--- config.mk ---
export PLATFORM = sky130hd
export DESIGN_NAME = usb_ep_ctrl
export DESIGN_NICKNAME = d
export VERILOG_FILES = /design/src/rtl/usb_ep_pkg.sv /design/src/rtl/ep_dir_ctrl.sv /design/src/rtl/usb_ep_ctrl.sv
export SDC_FILE = /design/constraint.sdc
export NUM_CORES = 1
export LEC_CHECK = 0
export ABC_AREA = 1
export BUFFER_PORTS_ARGS = -buffer_cell sky130_fd_sc_hd__buf_2
export CORE_ASPECT_RATIO = 1.4
export CORE_UTILIZATION = 35
export CTS_CLUSTER_SIZE = 10
export DETAILED_ROUTE_END_ITERATION = 8
export PLACE_DENSITY = 0.78
export SYNTH_ARGS = -nofsm -noshare
export SYNTH_HDL_FRONTEND = slang
export SYNTH_SLANG_ARGS = --single-unit
--- constraint.sdc ---
create_clock -name clk_i -period 1.4 [get_ports clk_i]
set_clock_uncertainty 0.2 [all_clocks]
set_input_delay 0 -clock clk_i [delete_from_list [all_inputs] [get_ports clk_i]]
set_output_delay 0 -clock clk_i [all_outputs]
set_load 0.05 [all_outputs]
--- src/rtl/usb_ep_pkg.sv ---
package usb_ep_pkg;
  localparam int unsigned HALF_W   = 16;
  localparam int unsigned N_DIR    = 2;
  localparam int unsigned TYPE_W   = 2;
  localparam int unsigned EN_BIT   = 7;
  localparam int unsigned RST_BIT  = 6;
  localparam int unsigned INH_BIT  = 5;
  localparam int unsigned TYPE_LSB = 2;
  localparam int unsigned STL_BIT  = 0;

  typedef struct packed {
    logic              en;
    logic              inh;
    logic [TYPE_W-1:0] typ;
    logic              stall;
  } dir_cfg_t;
endpackage

--- src/rtl/ep_dir_ctrl.sv ---
module ep_dir_ctrl
  import usb_ep_pkg::*;
#(
  parameter bit CHK_PID = 1'b0
) (
  input  logic              clk_i,
  input  logic              rst_ni,
  input  logic              wr_i,
  input  logic [HALF_W-1:0] wfield_i,
  input  logic              setup_i,
  input  logic              evt_i,
  input  logic              evt_pid_i,
  output logic [HALF_W-1:0] rdata_o,
  output logic              en_o,
  output logic              stall_o,
  output logic              pid_o,
  output logic              taken_o
);
  dir_cfg_t cfg_q, cfg_d;
  logic     tog_q, tog_d;
  logic     tog_clr, active, pid_ok;

  logic unused_wbits;
  assign unused_wbits = ^{wfield_i[HALF_W-1:EN_BIT+1], wfield_i[TYPE_LSB+TYPE_W],
                          wfield_i[STL_BIT+1]};

  assign tog_clr = wr_i & wfield_i[RST_BIT];
  assign active  = cfg_q.en & ~cfg_q.stall;
  assign pid_ok  = !CHK_PID || cfg_q.inh || (evt_pid_i == tog_q);
  assign taken_o = evt_i & active & pid_ok;

  always_comb begin
    cfg_d = cfg_q;
    if (wr_i) begin
      cfg_d.en    = wfield_i[EN_BIT];
      cfg_d.inh   = wfield_i[INH_BIT];
      cfg_d.typ   = wfield_i[TYPE_LSB +: TYPE_W];
      cfg_d.stall = wfield_i[STL_BIT];
    end
    if (setup_i) cfg_d.stall = 1'b0;   // SETUP wins over a same-cycle write
  end

  always_comb begin
    tog_d = tog_q;
    if (tog_clr)                      tog_d = 1'b0;
    else if (taken_o && !cfg_q.inh)   tog_d = ~tog_q;
  end

  always_ff @(posedge clk_i or negedge rst_ni) begin
    if (!rst_ni) begin
      cfg_q <= '0;
      tog_q <= 1'b0;
    end else begin
      cfg_q <= cfg_d;
      tog_q <= tog_d;
    end
  end

  always_comb begin
    rdata_o                       = '0;
    rdata_o[EN_BIT]               = cfg_q.en;
    rdata_o[INH_BIT]              = cfg_q.inh;
    rdata_o[TYPE_LSB +: TYPE_W]   = cfg_q.typ;
    rdata_o[STL_BIT]              = cfg_q.stall;
  end

  assign en_o    = cfg_q.en;
  assign stall_o = cfg_q.en & cfg_q.stall;
  assign pid_o   = cfg_q.inh ? 1'b0 : tog_q;

  p_setup_clr_r5: assert property (@(posedge clk_i) disable iff (!rst_ni)
    setup_i |=> !stall_o);
  p_tog_rst_r6: assert property (@(posedge clk_i) disable iff (!rst_ni)
    tog_clr |=> !pid_o);
  p_flip_r7: assert property (@(posedge clk_i) disable iff (!rst_ni)
    (taken_o && !cfg_q.inh && !tog_clr) |=> (tog_q != $past(tog_q)));
  p_inh_hold_r9: assert property (@(posedge clk_i) disable iff (!rst_ni)
    (cfg_q.inh && !tog_clr) |=> $stable(tog_q));
  p_idle_hold_r10: assert property (@(posedge clk_i) disable iff (!rst_ni)
    (!active && !tog_clr) |=> $stable(tog_q));
  p_dis_nostall_r10: assert property (@(posedge clk_i) disable iff (!rst_ni)
    !en_o |-> !stall_o);
endmodule

--- src/rtl/usb_ep_ctrl.sv ---
module usb_ep_ctrl
  import usb_ep_pkg::*;
(
  input  logic                  clk_i,
  input  logic                  rst_ni,
  input  logic                  reg_we_i,
  input  logic [2*HALF_W-1:0]   reg_wdata_i,
  output logic [2*HALF_W-1:0]   reg_rdata_o,
  input  logic                  setup_i,
  input  logic                  in_ack_i,
  input  logic                  out_data_i,
  input  logic                  out_pid_i,
  output logic [N_DIR-1:0]      en_o,
  output logic [N_DIR-1:0]      stall_o,
  output logic [N_DIR-1:0]      pid_o,
  output logic [N_DIR-1:0]      taken_o
);
  localparam int unsigned REG_W = N_DIR * HALF_W;

  logic [N_DIR-1:0] evt;
  assign evt = {in_ack_i, out_data_i};   // [1] transmit, [0] receive

  generate
    for (genvar g = 0; g < N_DIR; g++) begin : g_dir
      ep_dir_ctrl #(
        .CHK_PID (g == 0)
      ) u_dir (
        .clk_i     (clk_i),
        .rst_ni    (rst_ni),
        .wr_i      (reg_we_i),
        .wfield_i  (reg_wdata_i[g*HALF_W +: HALF_W]),
        .setup_i   (setup_i),
        .evt_i     (evt[g]),
        .evt_pid_i (out_pid_i),
        .rdata_o   (reg_rdata_o[g*HALF_W +: HALF_W]),
        .en_o      (en_o[g]),
        .stall_o   (stall_o[g]),
        .pid_o     (pid_o[g]),
        .taken_o   (taken_o[g])
      );
    end
  endgenerate

  p_resv_zero_r3: assert property (@(posedge clk_i) disable iff (!rst_ni)
    (reg_rdata_o[REG_W-1:24] == '0) && !reg_rdata_o[20] && !reg_rdata_o[17] &&
    (reg_rdata_o[15:8] == '0) && !reg_rdata_o[4] && !reg_rdata_o[1]);
  p_rst_bits_zero_r6: assert property (@(posedge clk_i) disable iff (!rst_ni)
    !reg_rdata_o[22] && !reg_rdata_o[6]);
  p_wr_en_r2: assert property (@(posedge clk_i) disable iff (!rst_ni)
    reg_we_i |=> (en_o == {$past(reg_wdata_i[23]), $past(reg_wdata_i[7])}));
endmodule

==> reports/metrics.yaml, run 1 <==
cp-start-kind: "register"
status: "finished, violations left"
ys_warn_count: 0
fin_crit_sh_pct: 98.37
drive_gt1_share_pct: 36.99
worstHoldStart: "reg_we_i"
p_comb_share_pct: 45.4
grt_pass1_wl_um: 2898
io_pins: 79
rr_startpoint: "g_dir[0].u_dir.rdata_o[0]"
insertion_delay_ns: 0.27
p_seq_share_pct: 35.4
grt_usage_pct: 15.42
die_area_um2: 2646
min_period_ns: 1.377
numClockSinks: 12
p_per_area_nw_per_um2: 1028
r2r_cells: 7
dieWidth_um: 43.76
layout_commonest_cell: "buf_2"
ir_drop_uv: 441.7
internal_power_uw: 607.3
swShare_pct: 46.84
vias: 715
cap_violations: 0
power.leakage_uw: 0.0006331
cp_max_fo: 3
crit_start: "g_dir[0].u_dir.rdata_o[0]"
ctsHtreeMaxLevel: 1
wl_per_cell_um: 11.80
fmax_mhz: 726.1
routed_wl_um: 1983
critical_path_class: "reg2out"
rows: 20
endpoint: "taken_o[0]"
instances_no_fill: 168
dr.first_iter.drc_count: 34
critPathCaptureType: "output pin"
dp_hpwl_um: 1252
placed_cells: 145
grt_setup_unrepaired: "true"
postSynthAreaPerCell_um2: 8.546
arrival_ns: 1.18
antenna_cells: 0
critPathRequiredTime_ns: 1.20
syn_area_um2: 854.6
final_cell_mix: "buf_2 (35), conb_1 (22), dlygate4sd3_1 (18)"
clockPowerShare_pct: 19.1
synth_area_leaders: "dfrtp_1 (35%), buf_4 (28%), nand2_1 (6.6%)"
gp_congestion: 0.6270
num-nets-final: 187
cts_hold_buf: 21
synth_top_area_share_pct: 35.14
cts_tree: "done"
die_height_um: 60.47
grt_max_degree: 17
grt_pass1_vias: 669
setup_viol: 0
start_util_pct: 38.37
place.port_buffers: 36
numCtsBuffers: 3
cts_root_buf: "clkbuf_4"
maxSlewViolCount: 0
synth_seq_cells: 12
reg2reg_to: "g_dir[0].u_dir.tog_q"
violations: "design-rule violations, negative hold slack"
clkTransAtPathRegs_ns: 0.08
via_per_inst: 4.256
r2r_setup_slack_ns: 0.15
synth_top_cell_by_area: "dfrtp_1"
first_pass_iters: 6
area_delta_synth_final_pct: 30.02
core_area_um2: 2227
synthCells: 100
hp-class: "in2reg"
detail-route-antenna-nets: 0
timing.hold.ws_ns: -0.07674
globalRoute.totalOverflow: 0
finalHoldViolCount: 8
drc_errors: 5
timing.setup.tns_ns: 0
p_sw_uw: 535.1
yosysSeqAreaShare_pct: 35.14
grt_antenna_before_repair: 0
synth_cell_types: 18
cts.path.max_buffers: 2
-- final cells by class --
type	instances	area, um2
multi-input combinational	62	326.6
clock buffer	3	22.52
tap	22	27.53
fill	217	1116
sequential	12	300.3
inverter	13	48.80
timing repair buffer	56	385.4
-- cell families (layout without fill, tap and decap cells) --
| group | Yosys count | in the layout | share of synthesized area, % |
|---|---|---|---|
| buf+inv | 47 | 72 | 36.46 |
| simple gates | 29 | 29 | 16.54 |
| flops | 12 | 12 | 35.14 |
| compound gates | 6 | 6 | 4.832 |
| mux | 5 | 5 | 6.588 |
| other cells | 1 | 22 | 0.4388 |
-- metrics by stage --
| step | hold WS [ns] | area [um2] | power (uW) | setup WS [ns] | util (%) |
|---|---|---|---|---|---|
| after floorplan | -0.4956 | 933.4 | 867.1 | 0.07392 | - |
| after global placement | -0.3105 | 878.3 | 861.9 | 0.2492 | 39.44 |
| after detailed placement | -0.2950 | 878.3 | 875.0 | 0.2006 | 39.44 |
| after CTS | -0.06713 | 1117 | 1143 | 0.002006 | 50.17 |
| after global routing | -0.05763 | 1111 | 1203 | -0.02915 | 49.89 |
| final | -0.07674 | 1111 | 1142 | 0.02281 | 49.89 |
-- sequential cells by signal (all words and copies together), names as in the netlist --
register             count
g_dir.u_dir.rdata_o      8
g_dir.u_dir.en_o         2
g_dir.u_dir.tog_q        2
-- power by group through the flow --
stage | clock [uW] | combinational (uW) | sequential, uW
final | 219 | 519 | 405
after global routing | 247 | 548 | 409
after CTS | 227 | 510 | 405
after detailed placement | 0 | 463 | 412
after global placement | 0 | 453 | 409
after floorplan | 0 | 387 | 480
-- critical path: stages, from the launching register on --
cell and delay [ns]:
dfrtp_1 0.41, inv_2 0.07, nand2_2 0.06, nor2_4 0.09, nand2_1 0.07, inv_2 0.06
buf_8 0.14
-- per-layer routing --
layer  track usage, %  part of all wire, %  wire length, um
met4            5.357                 0.66               13
met5                0                    0                0
met3            3.571                  6.0              118
met2            32.20                   61             1218
met1            13.84                   32              632
-- how the worst min path moves through the flow --
stage / to / cells after the start
global route: g_dir[1].u_dir.tog_q / 2
CTS: g_dir[0].u_dir.en_o / 2
global placement: g_dir[0].u_dir.en_o / 1
detailed placement: g_dir[0].u_dir.rdata_o[0] / 1
finish: g_dir[0].u_dir.rdata_o[5] / 3
floorplan: g_dir[0].u_dir.en_o / 0
-- cells in the mapped netlist (all sizes together) --
master  instances
conb            1
dfrtp          12
nand2          17
inv            13
nand3           6
nor2            5
mux2            5
a21oi           1
buf            34
or2             1
o21ai           5
-- repair_timing --
| item | CTS | global route |
|---|---|---|
| endpoints found under the setup margin | 1 | 4 |
| gates resized for setup | 2 | 4 |
| hold endpoints to repair | 24 | 7 |
| setup buffers | 0 | 2 |
Power figures use the tool's default switching activity.
==> run 2: changes to the inputs <==
==> constraint.sdc (replaced) <==
create_clock -name clk_i -period 1.4 [get_ports clk_i]
set_clock_uncertainty 0.2 [all_clocks]
set_input_delay 0 -clock clk_i [delete_from_list [all_inputs] [get_ports clk_i]]
set_output_delay 0 -clock clk_i [all_outputs]
set_load 0.01 [all_outputs]
==> run 2 against run 1 <==
Compared with the run above:
- the run still ends with design-rule violations, negative hold slack left
- via count fell by 0.56%
- hold slack improved by 0.0025 ns
- clock power barely moved
==> reports/metrics.yaml, run 2 (same netlist as run 1, synthesis figures left out) <==
cts_hold_buf: 21  # unchanged
fin_crit_sh_pct: 98.88  # +0.51 points
status: "finished, violations left"
critPathCaptureType: "register"
setup_viol: 0  # unchanged
post-route-util_pct: 48.76  # -1.1 points
grt_usage_pct: 15.36  # -0.062 points
violations: "design-rule violations, negative hold slack"
rows: 20  # unchanged
drc_errors: 5  # unchanged
endpoint: "g_dir[0].u_dir.rdata_o[0]"
timing.hold.ws_ns: -0.07424  # +0.002493 ns
place.port_buffers: 36  # unchanged
p_per_area_nw_per_um2: 819.0  # -20%
critPathRequiredTime_ns: 1.37  # +0.17 ns
start_util_pct: 38.37  # unchanged
grt_setup_unrepaired: "true"
globalRoute.totalOverflow: 0  # unchanged
maxSlewViolCount: 0  # unchanged
dr.first_iter.drc_count: 29  # -15%
antenna_cells: 0  # unchanged
placed_cells: 145  # unchanged
area_delta_synth_final_pct: 27.09
cts.path.max_buffers: 2  # unchanged
n_fill_cell: 216  # -0.46%
worst_slack_ns: 0.01566  # -0.007150 ns
grt_pass1_vias: 669  # unchanged
crit_start: "reg_wdata_i[0]"
core_area_um2: 2227  # unchanged
wl_per_cell_um: 11.65  # -1.3%
arrival_ns: 1.35  # +0.17 ns
post_dp_cell_area_um2: 878.3  # unchanged
drive_gt1_share_pct: 36.11  # -0.88 points
io_pins: 79  # unchanged
ir_drop_uv: 395.1  # -11%
power_uw: 889.5  # -22%
reg2reg_to: "g_dir[0].u_dir.tog_q"
numCtsBuffers: 3  # unchanged
power.leakage_uw: 0.0006231  # -1.6%
grt_max_degree: 17  # unchanged
vias: 711  # -0.56%
numClockSinks: 12  # unchanged
first_pass_iters: 6  # unchanged
cts_root_buf: "clkbuf_4"
ctsHtreeMaxLevel: 1  # unchanged
dieWidth_um: 43.76  # unchanged
rr_startpoint: "g_dir[0].u_dir.rdata_o[0]"
hp-class: "in2reg"
fmax_mhz: 722.4  # -0.52%
layout_commonest_cell: "buf_2"
r2r_cells: 7  # unchanged
via_per_inst: 4.283  # +0.64%
cts_setup_buffers: 0  # unchanged
die_height_um: 60.47  # unchanged
cts_tree: "done"
final_area_um2: 1086  # -2.3%
cap_violations: 0  # unchanged
detailedPlace.worstSlack_ns: 0.2006  # unchanged
finalHoldViolCount: 6  # -2
largest_register_ffs: 8  # unchanged
grt_pass1_wl_um: 2884  # -0.48%
detail-route-antenna-nets: 0  # unchanged
routed_wl_um: 1934  # -2.5%
cp-start-kind: "input port"
critical_path_class: "in2reg"
clkTransAtPathRegs_ns: 0.08  # about the same
cp_max_fo: 1  # -2
insertion_delay_ns: 0.27  # about the same
min_period_ns: 1.384  # +0.007150 ns
grt_antenna_before_repair: 0  # unchanged
die_area_um2: 2646  # unchanged
num-nets-final: 185  # -1.1%
dp_hpwl_um: 1252  # unchanged
r2r_setup_slack_ns: 0.14  # about the same
instances_no_fill: 166  # -1.2%
final_cell_mix: "buf_2 (36), conb_1 (22), dlygate4sd3_1 (18)"
gp_congestion: 0.6270  # unchanged
## run 2: cell count changes in the layout (fill, tap and decap cells not counted), sizes merged
cell,previous run,this run
buf,38,36
## run 2: per-layer routing
metal	track usage [%]	wire, um	vias up
li1	-	-	338
met1	13.65	634	330
met2	32.20	1178	41
met3	3.571	114	2
met4	5.357	6	0
met5	0	0	-
## run 2: cell type report
class,count,area [um2],area share [%]
timing repair buffer,54,360.3,33.18
tap,22,27.53,2.535
multi-input combinational,62,326.6,30.07
clock buffer,3,22.52,2.074
inverter,13,48.80,4.493
sequential,12,300.3,27.65
## run 2: worst min path at each step
stage	startpoint	endpoint	slack [ns]	cells after the start
CTS	reg_we_i	g_dir[0].u_dir.en_o	-0.07	2
finish	reg_we_i	g_dir[0].u_dir.rdata_o[5]	-0.07	3
detailed placement	rst_ni	g_dir[0].u_dir.rdata_o[0]	-0.30	1
global placement	rst_ni	g_dir[0].u_dir.en_o	-0.31	1
floorplan	rst_ni	g_dir[0].u_dir.en_o	-0.50	0
global route	reg_we_i	g_dir[1].u_dir.tog_q	-0.06	2
## run 2: timing repair
item                                    4_1_cts  5_1_grt
resized for setup                             0        3
hold endpoints to repair                     24        7
endpoints found under the setup margin        0        4
## run 2: through the flow
step	setup TNS [ns]	hold slack (ns)
floorplan	0	-0.4956
global placement	0	-0.3105
detailed placement	0	-0.2950
CTS	0	-0.06713
global route	-0.0003055	-0.05763
finish	0	-0.07424
## run 2: critical path, stage by stage
cell,delay (ns)
dlygate4sd3_1,0.55
buf_2,0.13
nand3_1,0.06
dlygate4sd3_1,0.56
o21ai_2,0.06
## run 2: power breakdown
group | internal [uW] | switching [uW]
clock | 99.5 | 118
sequential | 380 | 26.5
combinational | 118 | 148
total | 598 | 292
